==> config.mk <==
export PLATFORM = sky130hd
export DESIGN_NAME = wtp_scan_source
export DESIGN_NICKNAME = d
export VERILOG_FILES = /design/src/rtl/wtp_pkg.sv /design/src/rtl/wtp_lfsr.sv /design/src/rtl/wtp_phase_shifter.sv /design/src/rtl/wtp_chain_gate.sv /design/src/rtl/wtp_scan_source.sv
export SDC_FILE = /design/constraint.sdc
export NUM_CORES = 1
export LEC_CHECK = 0
export CAP_MARGIN = 0
export CORE_MARGIN = 5
export CORE_UTILIZATION = 50
export CTS_CLUSTER_DIAMETER = 100
export DETAILED_ROUTE_END_ITERATION = 10
export DONT_BUFFER_PORTS = 1
export GPL_TIMING_DRIVEN = 0
export PLACE_DENSITY_LB_ADDON = 0.1
export SYNTH_ARGS = -nofsm -noshare
export SYNTH_HDL_FRONTEND = slang
export SYNTH_SLANG_ARGS = --single-unit
==> constraint.sdc <==
create_clock -name clk -period 2.8 [get_ports clk]
set_clock_uncertainty 0.1 [all_clocks]
set_input_delay 0 -clock clk [delete_from_list [all_inputs] [get_ports clk]]
set_output_delay 0 -clock clk [all_outputs]
set_load 0.02 [all_outputs]
==> src/rtl/wtp_pkg.sv <==
package wtp_pkg;
  localparam int unsigned LFSR_W = 16;
  typedef logic [LFSR_W-1:0] lfsr_t;
  localparam lfsr_t GALOIS_MASK  = 16'hB400;
  localparam lfsr_t DEFAULT_SEED = 16'hACE1;

  function automatic lfsr_t lfsr_step(input lfsr_t s);
    lfsr_t n;
    n = s >> 1;
    if (s[0]) n = n ^ GALOIS_MASK;
    return n;
  endfunction

  // three-tap XOR mask for one phase-shifter output
  function automatic lfsr_t ps_mask(input int unsigned t, input int unsigned oa,
                                    input int unsigned ob);
    lfsr_t m;
    m = '0;
    m[t % LFSR_W]        = 1'b1;
    m[(t + oa) % LFSR_W] = m[(t + oa) % LFSR_W] ^ 1'b1;
    m[(t + ob) % LFSR_W] = m[(t + ob) % LFSR_W] ^ 1'b1;
    return m;
  endfunction
endpackage

==> src/rtl/wtp_lfsr.sv <==
module wtp_lfsr
  import wtp_pkg::*;
(
  input  logic  clk,
  input  logic  rst_n,
  input  logic  shadow_wr,
  input  lfsr_t shadow_data,
  input  logic  seed_load,
  output lfsr_t state_o
);
  lfsr_t state_q, shadow_q;

  always_ff @(posedge clk or negedge rst_n) begin
    if (!rst_n) begin
      state_q  <= DEFAULT_SEED;
      shadow_q <= DEFAULT_SEED;
    end else begin
      if (shadow_wr) shadow_q <= shadow_data;
      if (seed_load) state_q <= (shadow_q == '0) ? DEFAULT_SEED : shadow_q;
      else           state_q <= lfsr_step(state_q);
    end
  end

  assign state_o = state_q;

  assert_state_nonzero_R2: assert property (@(posedge clk) disable iff (!rst_n)
    state_q != '0);
  assert_reload_value_R8: assert property (@(posedge clk) disable iff (!rst_n)
    (seed_load && shadow_q != '0) |=> state_q == $past(shadow_q));
  assert_reload_zero_R8: assert property (@(posedge clk) disable iff (!rst_n)
    (seed_load && shadow_q == '0) |=> state_q == DEFAULT_SEED);
  assert_shadow_capture_R7: assert property (@(posedge clk) disable iff (!rst_n)
    shadow_wr |=> shadow_q == $past(shadow_data));
endmodule

==> src/rtl/wtp_phase_shifter.sv <==
module wtp_phase_shifter
  import wtp_pkg::*;
#(
  parameter int unsigned NUM_TREES = 4,
  parameter int unsigned OFS_A     = 5,
  parameter int unsigned OFS_B     = 11
) (
  input  lfsr_t                state_i,
  output logic [NUM_TREES-1:0] tree_bit_o
);
  for (genvar t = 0; t < NUM_TREES; t++) begin : g_tree
    localparam lfsr_t TAPS = ps_mask(t, OFS_A, OFS_B);
    assign tree_bit_o[t] = ^(state_i & TAPS);
  end
endmodule

==> src/rtl/wtp_chain_gate.sv <==
module wtp_chain_gate #(
  parameter int unsigned WCODE_W = 2,
  localparam int unsigned RAND_W = WCODE_W + 1
) (
  input  logic               clk,
  input  logic               rst_n,
  input  logic               phase,
  input  logic               det_te,
  input  logic               on,
  input  logic               cst,
  input  logic [WCODE_W-1:0] wcode,
  input  logic [RAND_W-1:0]  draw,
  input  logic               tree_bit,
  output logic               si,
  output logic               te
);
  logic [RAND_W-1:0] threshold;
  logic              shift_hit;

  assign threshold = {1'b1, wcode};
  assign shift_hit = draw < threshold;

  always_comb begin
    if (phase) begin
      te = det_te;
      si = tree_bit;
    end else if (!on) begin
      te = 1'b0;
      si = cst;
    end else begin
      te = shift_hit;
      si = tree_bit;
    end
  end

  // weight is never below one half: a low draw always shifts
  assert_half_floor_R4: assert property (@(posedge clk) disable iff (!rst_n)
    (!phase && on && !draw[RAND_W-1]) |-> te);
  assert_top_draw_R4: assert property (@(posedge clk) disable iff (!rst_n)
    (!phase && on && (&draw)) |-> !te);
endmodule

==> src/rtl/wtp_scan_source.sv <==
module wtp_scan_source
  import wtp_pkg::*;
#(
  parameter int unsigned NUM_TREES       = 4,
  parameter int unsigned CHAINS_PER_TREE = 2,
  parameter int unsigned WCODE_W         = 2,
  localparam int unsigned NUM_CHAINS     = NUM_TREES * CHAINS_PER_TREE,
  localparam int unsigned RAND_W         = WCODE_W + 1
) (
  input  logic                          clk,
  input  logic                          rst_n,
  input  logic                          phase,
  input  logic                          det_te,
  input  logic                          shadow_wr,
  input  logic [LFSR_W-1:0]             shadow_data,
  input  logic                          seed_load,
  input  logic [NUM_CHAINS-1:0]         chain_on,
  input  logic [NUM_CHAINS-1:0]         chain_const,
  input  logic [NUM_CHAINS*WCODE_W-1:0] chain_wcode,
  output logic [NUM_CHAINS-1:0]         chain_si,
  output logic [NUM_CHAINS-1:0]         chain_te
);
  lfsr_t                state;
  logic [NUM_TREES-1:0] tree_bit;

  wtp_lfsr u_lfsr (
    .clk        (clk),
    .rst_n      (rst_n),
    .shadow_wr  (shadow_wr),
    .shadow_data(shadow_data),
    .seed_load  (seed_load),
    .state_o    (state)
  );

  wtp_phase_shifter #(.NUM_TREES(NUM_TREES), .OFS_A(5), .OFS_B(11)) u_ps (
    .state_i   (state),
    .tree_bit_o(tree_bit)
  );

  for (genvar c = 0; c < NUM_CHAINS; c++) begin : g_chain
    localparam int unsigned TREE = c / CHAINS_PER_TREE;
    localparam int unsigned BASE = c * RAND_W;
    logic [RAND_W-1:0] draw;

    always_comb begin
      for (int b = 0; b < RAND_W; b++) draw[b] = state[(BASE + b) % LFSR_W];
    end

    wtp_chain_gate #(.WCODE_W(WCODE_W)) u_gate (
      .clk     (clk),
      .rst_n   (rst_n),
      .phase   (phase),
      .det_te  (det_te),
      .on      (chain_on[c]),
      .cst     (chain_const[c]),
      .wcode   (chain_wcode[c*WCODE_W +: WCODE_W]),
      .draw    (draw),
      .tree_bit(tree_bit[TREE]),
      .si      (chain_si[c]),
      .te      (chain_te[c])
    );

    assert_disabled_quiet_R5: assert property (@(posedge clk) disable iff (!rst_n)
      (!phase && !chain_on[c]) |-> (!chain_te[c] && chain_si[c] == chain_const[c]));
    assert_disabled_frozen_R5: assert property (@(posedge clk) disable iff (!rst_n)
      (!phase && !chain_on[c] && $past(!phase && !chain_on[c]) && $stable(chain_const))
      |-> $stable(chain_si[c]) && $stable(chain_te[c]));
    assert_det_enable_R6: assert property (@(posedge clk) disable iff (!rst_n)
      phase |-> chain_te[c] == det_te);
    if ((c % CHAINS_PER_TREE) != 0) begin : g_peer
      assert_tree_shared_R3: assert property (@(posedge clk) disable iff (!rst_n)
        phase |-> chain_si[c] == chain_si[c-1]);
    end
  end
endmodule

==> results of run 1 <==
-- through the flow --
step / setup slack, ns / std cells
floorplan: 1.43 / 176
global placement: 1.21 / 224
detailed placement: 1.19 / 224
finish: 0.930 / 256
CTS: 0.888 / 256
global route: 0.824 / 256
-- cell families (layout without fill, tap and decap cells) --
family          count (synthesis)  count (layout)  share of synthesized area
simple gates                   40              40                      0.116
flops                          32              32                      0.428
xor+xnor                       10              10                     0.0457
buf+inv                        30              62                     0.0933
mux                            31              31                      0.182
compound gates                 25              25                     0.0822
fa+ha+maj                       8               8                     0.0522
-- report_power, final --
| part | total (µW) | internal, µW | switching [µW] | leakage [µW] |
|---|---|---|---|---|
| Clock | 354 | 200 | 154 | 0.0000455 |
| Combinational | 450 | 246 | 204 | 0.000582 |
| Sequential | 602 | 542 | 59.1 | 0.000355 |
-- registers in the layout, summed over array words and instances (netlist names) --
signal           flops
u_lfsr.state_o      16
u_lfsr.shadow_q     16
-- final cells by class --
type                       instances  area [µm²]  area share
multi-input combinational        114         917       0.396
sequential                        32         821       0.354
timing repair buffer              24         250       0.108
buffer                            22         149      0.0643
clock buffer                       8        90.1      0.0389
tap                               48        60.1      0.0259
inverter                           8        30.0      0.0130
-- worst paths after layout --
kind | start | to | slack (ns) | cells after the start
worst max-delay path | u_lfsr.state_o[0] | chain_si[0] | 0.93 | 4
min in group asynchronous | rst_n | u_lfsr.shadow_q[1] | 0.09 | 2
max in group asynchronous | rst_n | u_lfsr.state_o[11] | 2.27 | 2
worst max register to register | u_lfsr.shadow_q[14] | u_lfsr.shadow_q[14] | 1.34 | 2
worst min register to register | u_lfsr.shadow_q[7] | u_lfsr.state_o[7] | 0.43 | 1
worst min-delay path | seed_load | u_lfsr.state_o[1] | 0.04 | 2
-- critical path: cells and delay by family, from the launching register on --
| kind | cells | cell delay [ns] |
|---|---|---|
| flip-flops | 1 | 0.61 |
| multiplexers | 1 | 0.28 |
| XOR/XNOR | 2 | 0.44 |
| buffers and inverters | 1 | 0.16 |
-- cell usage after synthesis --
| library cell | count |
|---|---|
| a21oi_1 | 8 |
| buf_2 | 5 |
| buf_4 | 16 |
| clkbuf_1 | 1 |
| dfrtp_1 | 16 |
| dfstp_2 | 16 |
| ha_1 | 8 |
| inv_1 | 8 |
| mux2_2 | 31 |
| nand2_1 | 3 |
| nand2b_1 | 16 |
| nand4_1 | 1 |
| nor2_1 | 8 |
| nor2b_1 | 8 |
| nor4_1 | 4 |
| o21ai_0 | 9 |
| o22a_1 | 6 |
| o22a_2 | 2 |
| xnor2_1 | 7 |
| xor2_1 | 3 |
-- routing by layer --
| layer | share of wire | global-route usage | vias up |
|---|---|---|---|
| met5 | 0 | 0 | - |
| met4 | 0.021 | 0.0752 | 0 |
| met3 | 0.094 | 0.0568 | 8 |
| met2 | 0.49 | 0.300 | 57 |
| met1 | 0.40 | 0.179 | 582 |
| li1 | - | - | 648 |
-- repair_timing --
action | in CTS | in global routing
endpoints found under the hold margin | 48 | 0
setup endpoints to repair | 0 | 0
hold buffers | 24 | 0
==> run_results.csv, run 1 <==
group,metric,value,unit
run_status,status,"finished, final reports clean",
cells_and_area,final_area,2320,µm²
synth,ys_warn_count,0,
flow_run,maxCapViolations,0,
placement,hpwl,3.17,mm
cells_and_area,syn_to_final_growth,20.9,%
cts,cts_root_buffer,"clkbuf_8",
cts,clock_sinks,32,
sta,grt_setup_unrepaired,"false",
cells_and_area,fin_util,0.628,
power,power.density,606,nW/µm²
floorplan,fp.dieH,71.9,µm
drt,drc,0,
floorplan,die_width,71.9,µm
placement,port_buffers,0,
cells_and_area,layout_common_cells,"mux2_2 (31), dlygate4sd3_1 (23)",
critical_path,path_max_fanout,6,
sta,holdWs,0.0388,ns
sta,final_hold_viol_count,0,
critical_path,crit_required,2.70,ns
sta,relSlewSlack,0.738,
cells_and_area,antenna_cells,0,
synth,syn_nets,238,
cts,cts_max_level,2,
sta,fin_crit,1.87,ns
power,totalPowerFinal,1400,µW
synth,seq_area_frac_synth,0.428,
grt,grt_use_total,0.168,
critical_path,crit_type,"flip-flop to output port",
drt,via_per_inst,5.06,
floorplan,num_rows,22,
cts,post_cts_resize_count,0,
synth,netlist-cell-type-count,20,
drt,first_pass_iters,2,
synth,synth_area,1920,µm²
grt,grt_pass1_wl,6.67,mm
sta,setup_violations,0,
sta,worst_pin_slew,0.392,ns
synth,synth_top_area_frac,0.219,
critical_path,critPathMaxStageDelay,0.61,ns
floorplan,die_area,5170,µm²
placement,place_congestion,0.782,
floorplan,fp.coreArea,3690,µm²
sta,max_freq,535,MHz
drt,num_vias,1295,
drt,drt_iter0_markers,21,
synth,synth_area_leader_cell,"dfstp_2",
critical_path,worst_setup_path_end_kind,"output port",
synth,synth_area_per_cell,10.9,µm²
critical_path,start_kind,"flip-flop",
sta,post-route-period-util,0.668,
sta,setup_tns,0,ns
sta,slew_viol_final,0,
grt,grt-ovfl-total,0,
synth,ys_top_cells_by_area,"dfstp_2 (22%), dfrtp_1 (21%), mux2_2 (18%), buf_4 (6.3%), ha_1 (5.2%)",
cts,cts_setup_buffers,0,
cts,clkLatencyLatePin,0.28,ns
worst_hold_path,hold_class,"primary input to flip-flop",
cells_and_area,nets,269,
drt,wirelength,4.07,mm
synth,synth_seq_cells,32,
critical_path,path_common_cell,"xor2_1",
power,leakage,0.000982,µW
critical_path,path_cells,"xor2_1, xor2_1, mux2_2, buf_4",
grt,antenna_found_initial,0,
floorplan,io_pins,70,
drt,detail_route.wl_per_cell,15.9,µm
cts,cts_tree,"yes",
cts,clockBufferDepth,2,
cells_and_area,fillers,311,
synth,synthCells,176,
floorplan,start_util,0.520,
cts,numCtsBuffers,5,
critical_path,crit_arrival,1.77,ns
critical_path,critPathSlowestCell,"dfstp_2",
cts,clkSlewWorstSetupHoldPaths,0.06,ns
placement,place_area,1980,µm²
drt,ant_nets,0,
cells_and_area,layout_commonest_cell,"mux2_2",
power,peakVddDrop,0.000356,V
grt,grt_max_degree,33,
grt,grt_pass1_vias,1384,
cells_and_area,drive_above_1_share,0.370,
Note: power is estimated with default switching activity, not from simulation.
==> inputs of run 2 (changes only) <==
==> constraint.sdc (replaced) <==
create_clock -name clk -period 1.7 [get_ports clk]
set_clock_uncertainty 0.1 [all_clocks]
set_input_delay 0 -clock clk [delete_from_list [all_inputs] [get_ports clk]]
set_output_delay 0 -clock clk [all_outputs]
set_load 0.02 [all_outputs]
==> run 2 against run 1 <==
  * Flip-flop and latch count did not move
  * Wire length grew 2.9%
  * Total power grew 73%
==> run_results.csv, run 2 (synthesis results as in run 1) <==
group,metric,value,unit
sta,grt_setup_unrepaired,"true",
drt,ant_nets,0,
critical_path,ff2ff_setup_slack,0.24,ns
cells_and_area,layout_commonest_cell,"mux2_2",
power,totalPowerFinal,2430,µW
flow_run,maxCapViolations,0,
cells_and_area,drive_above_1_share,0.429,
worst_hold_path,hp-start,"seed_load",
sta,holdWs,0.0387,ns
drt,drc,0,
grt,grt-ovfl-total,0,
critical_path,reg2regPathDepth,2,
cts,clock_sinks,32,
cells_and_area,layout_common_cells,"mux2_2 (29), dlygate4sd3_1 (23), buf_4 (18)",
critical_path,worst_setup_path_end_kind,"output port",
critical_path,critPathLaunch,"u_lfsr.state_o[0]",
grt,antenna_found_initial,0,
grt,grt_pass1_wl,6.84,mm
drt,first_pass_iters,4,
run_status,status,"finished, final reports clean",
cells_and_area,multi_input_comb_area,1000,µm²
power,sw_frac_of_total,0.300,
critical_path,path_max_fanout,3,
critical_path,timing.rr.start,"u_lfsr.shadow_q[14]",
floorplan,fp.coreArea,3690,µm²
placement,place_congestion,0.782,
power,power.density,994,nW/µm²
floorplan,start_util,0.520,
cts,clkSlewWorstSetupHoldPaths,0.06,ns
power,combPwrFrac,0.348,
floorplan,fp.dieH,71.9,µm
sta,worst_pin_slew,0.382,ns
sta,fin_crit,1.70,ns
cts,clockBufferDepth,2,
cts,cts_tree,"yes",
floorplan,die_area,5170,µm²
drt,num_vias,1336,
cts,numCtsBuffers,5,
drt,detail_route.wl_per_cell,16.1,µm
cts,cts_root_buffer,"clkbuf_8",
drt,drt_iter0_markers,17,
sta,relSlewSlack,0.745,
sta,setup_violations,0,
sta,max_freq,589,MHz
cts,clkLatencyLatePin,0.28,ns
placement,port_buffers,0,
grt,grt_max_degree,33,
critical_path,timing.rr.end,"u_lfsr.shadow_q[14]",
power,peakVddDrop,0.000597,V
floorplan,die_width,71.9,µm
cells_and_area,syn_to_final_growth,27.3,%
drt,via_per_inst,5.14,
worst_hold_path,hold_class,"primary input to flip-flop",
power,leakage,0.00102,µW
critical_path,start_kind,"flip-flop",
cells_and_area,ff_latch_area,821,µm²
drt,wirelength,4.19,mm
sta,slew_viol_final,0,
sta,final_hold_viol_count,0,
power,clock_power_share,0.241,
floorplan,io_pins,70,
critical_path,crit_required,1.60,ns
critical_path,crit_type,"flip-flop to output port",
grt,grt_use_total,0.172,
floorplan,num_rows,22,
cells_and_area,fillers,298,
placement,hpwl,3.17,mm
power,seq_power_share,0.411,
cts,cts_max_level,2,
cells_and_area,nets,273,
critical_path,crit_end,"chain_si[0]",
cells_and_area,antenna_cells,0,
critical_path,crit_arrival,1.60,ns
power,internal_power,1700,µW
grt,grt_pass1_vias,1424,
sta,post-route-period-util,0.998,
power,power.switching,726,µW
[run 2: changes by cell type in the layout (fill, tap and decap cells not counted), moves of 2 or more]
| cell | delta |
|---|---|
| o21ai_1 | +5 |
| o21ai_0 | -5 |
| a21oi_2 | +5 |
| buf_4 | +2 |
| mux2_4 | +2 |
| a21oi_1 | -5 |
| ha_4 | +2 |
| ha_1 | -2 |
| buf_6 | +2 |
| mux2_2 | -2 |
| xor2_1 | -2 |
[run 2: final cells by class]
type | instances | share of cell area
Clock buffer | 8 | 0.0369
Multi-Input combinational cell | 114 | 0.411
Inverter | 8 | 0.0123
Timing Repair Buffer | 28 | 0.115
Sequential cell | 32 | 0.336
Buffer | 22 | 0.0641
Tap cell | 48 | 0.0246
[run 2: how the worst min path moves through the flow]
stage / end / slack (ns) / depth (start not counted)
floorplan: u_lfsr.shadow_q[12] / -0.40 / 0
global placement: u_lfsr.shadow_q[9] / -0.39 / 0
detailed placement: u_lfsr.shadow_q[9] / -0.39 / 0
CTS: u_lfsr.state_o[1] / 0.03 / 2
global route: u_lfsr.state_o[3] / 0.06 / 2
finish: u_lfsr.state_o[1] / 0.04 / 2
[run 2: critical path, stage by stage, from the launching register on]
cell and delay [ns]:
dfstp_2 0.60, xor2_4 0.20, xor2_2 0.10, mux2_4 0.28
buf_6 0.13
[run 2: timing repair]
item | 4_1_cts | 5_1_grt
setup endpoints to repair | 6 | 12
endpoints found under the hold margin | 48 | 0
gates resized for setup | 8 | 12
setup buffers | 4 | 0
hold buffers | 24 | 0
pin swaps | 2 | 5
[run 2: metrics by stage]
| stage | TNS (ns) | setup slack, ns | cells | cell area, µm² | utilization |
|---|---|---|---|---|---|
| finish | 0 | 0.00313 | 260 | 2440 | 0.661 |
| global route | -0.316 | -0.0607 | 260 | 2440 | 0.661 |
| CTS | -0.0655 | -0.0357 | 260 | 2370 | 0.642 |
| detailed placement | 0 | 0.0853 | 224 | 1980 | 0.536 |
| global placement | 0 | 0.112 | 224 | 1980 | 0.536 |
| floorplan | 0 | 0.331 | 176 | 1920 | - |
[run 2: routing by layer]
metal | part of all wire | vias to the layer above | GRT usage
li1 | - | 656 | -
met2 | 0.51 | 57 | 0.311
met1 | 0.38 | 615 | 0.181
met3 | 0.088 | 8 | 0.0568
met5 | 0 | - | 0
met4 | 0.019 | 0 | 0.0752
[run 2: power groups by stage]
stage / logic (µW) / registers [µW] / clock network [µW]
floorplan: 605 / 965 / 0
global placement: 660 / 997 / 0
detailed placement: 676 / 1010 / 0
CTS: 808 / 987 / 600
global route: 920 / 1010 / 637
finish: 843 / 997 / 585
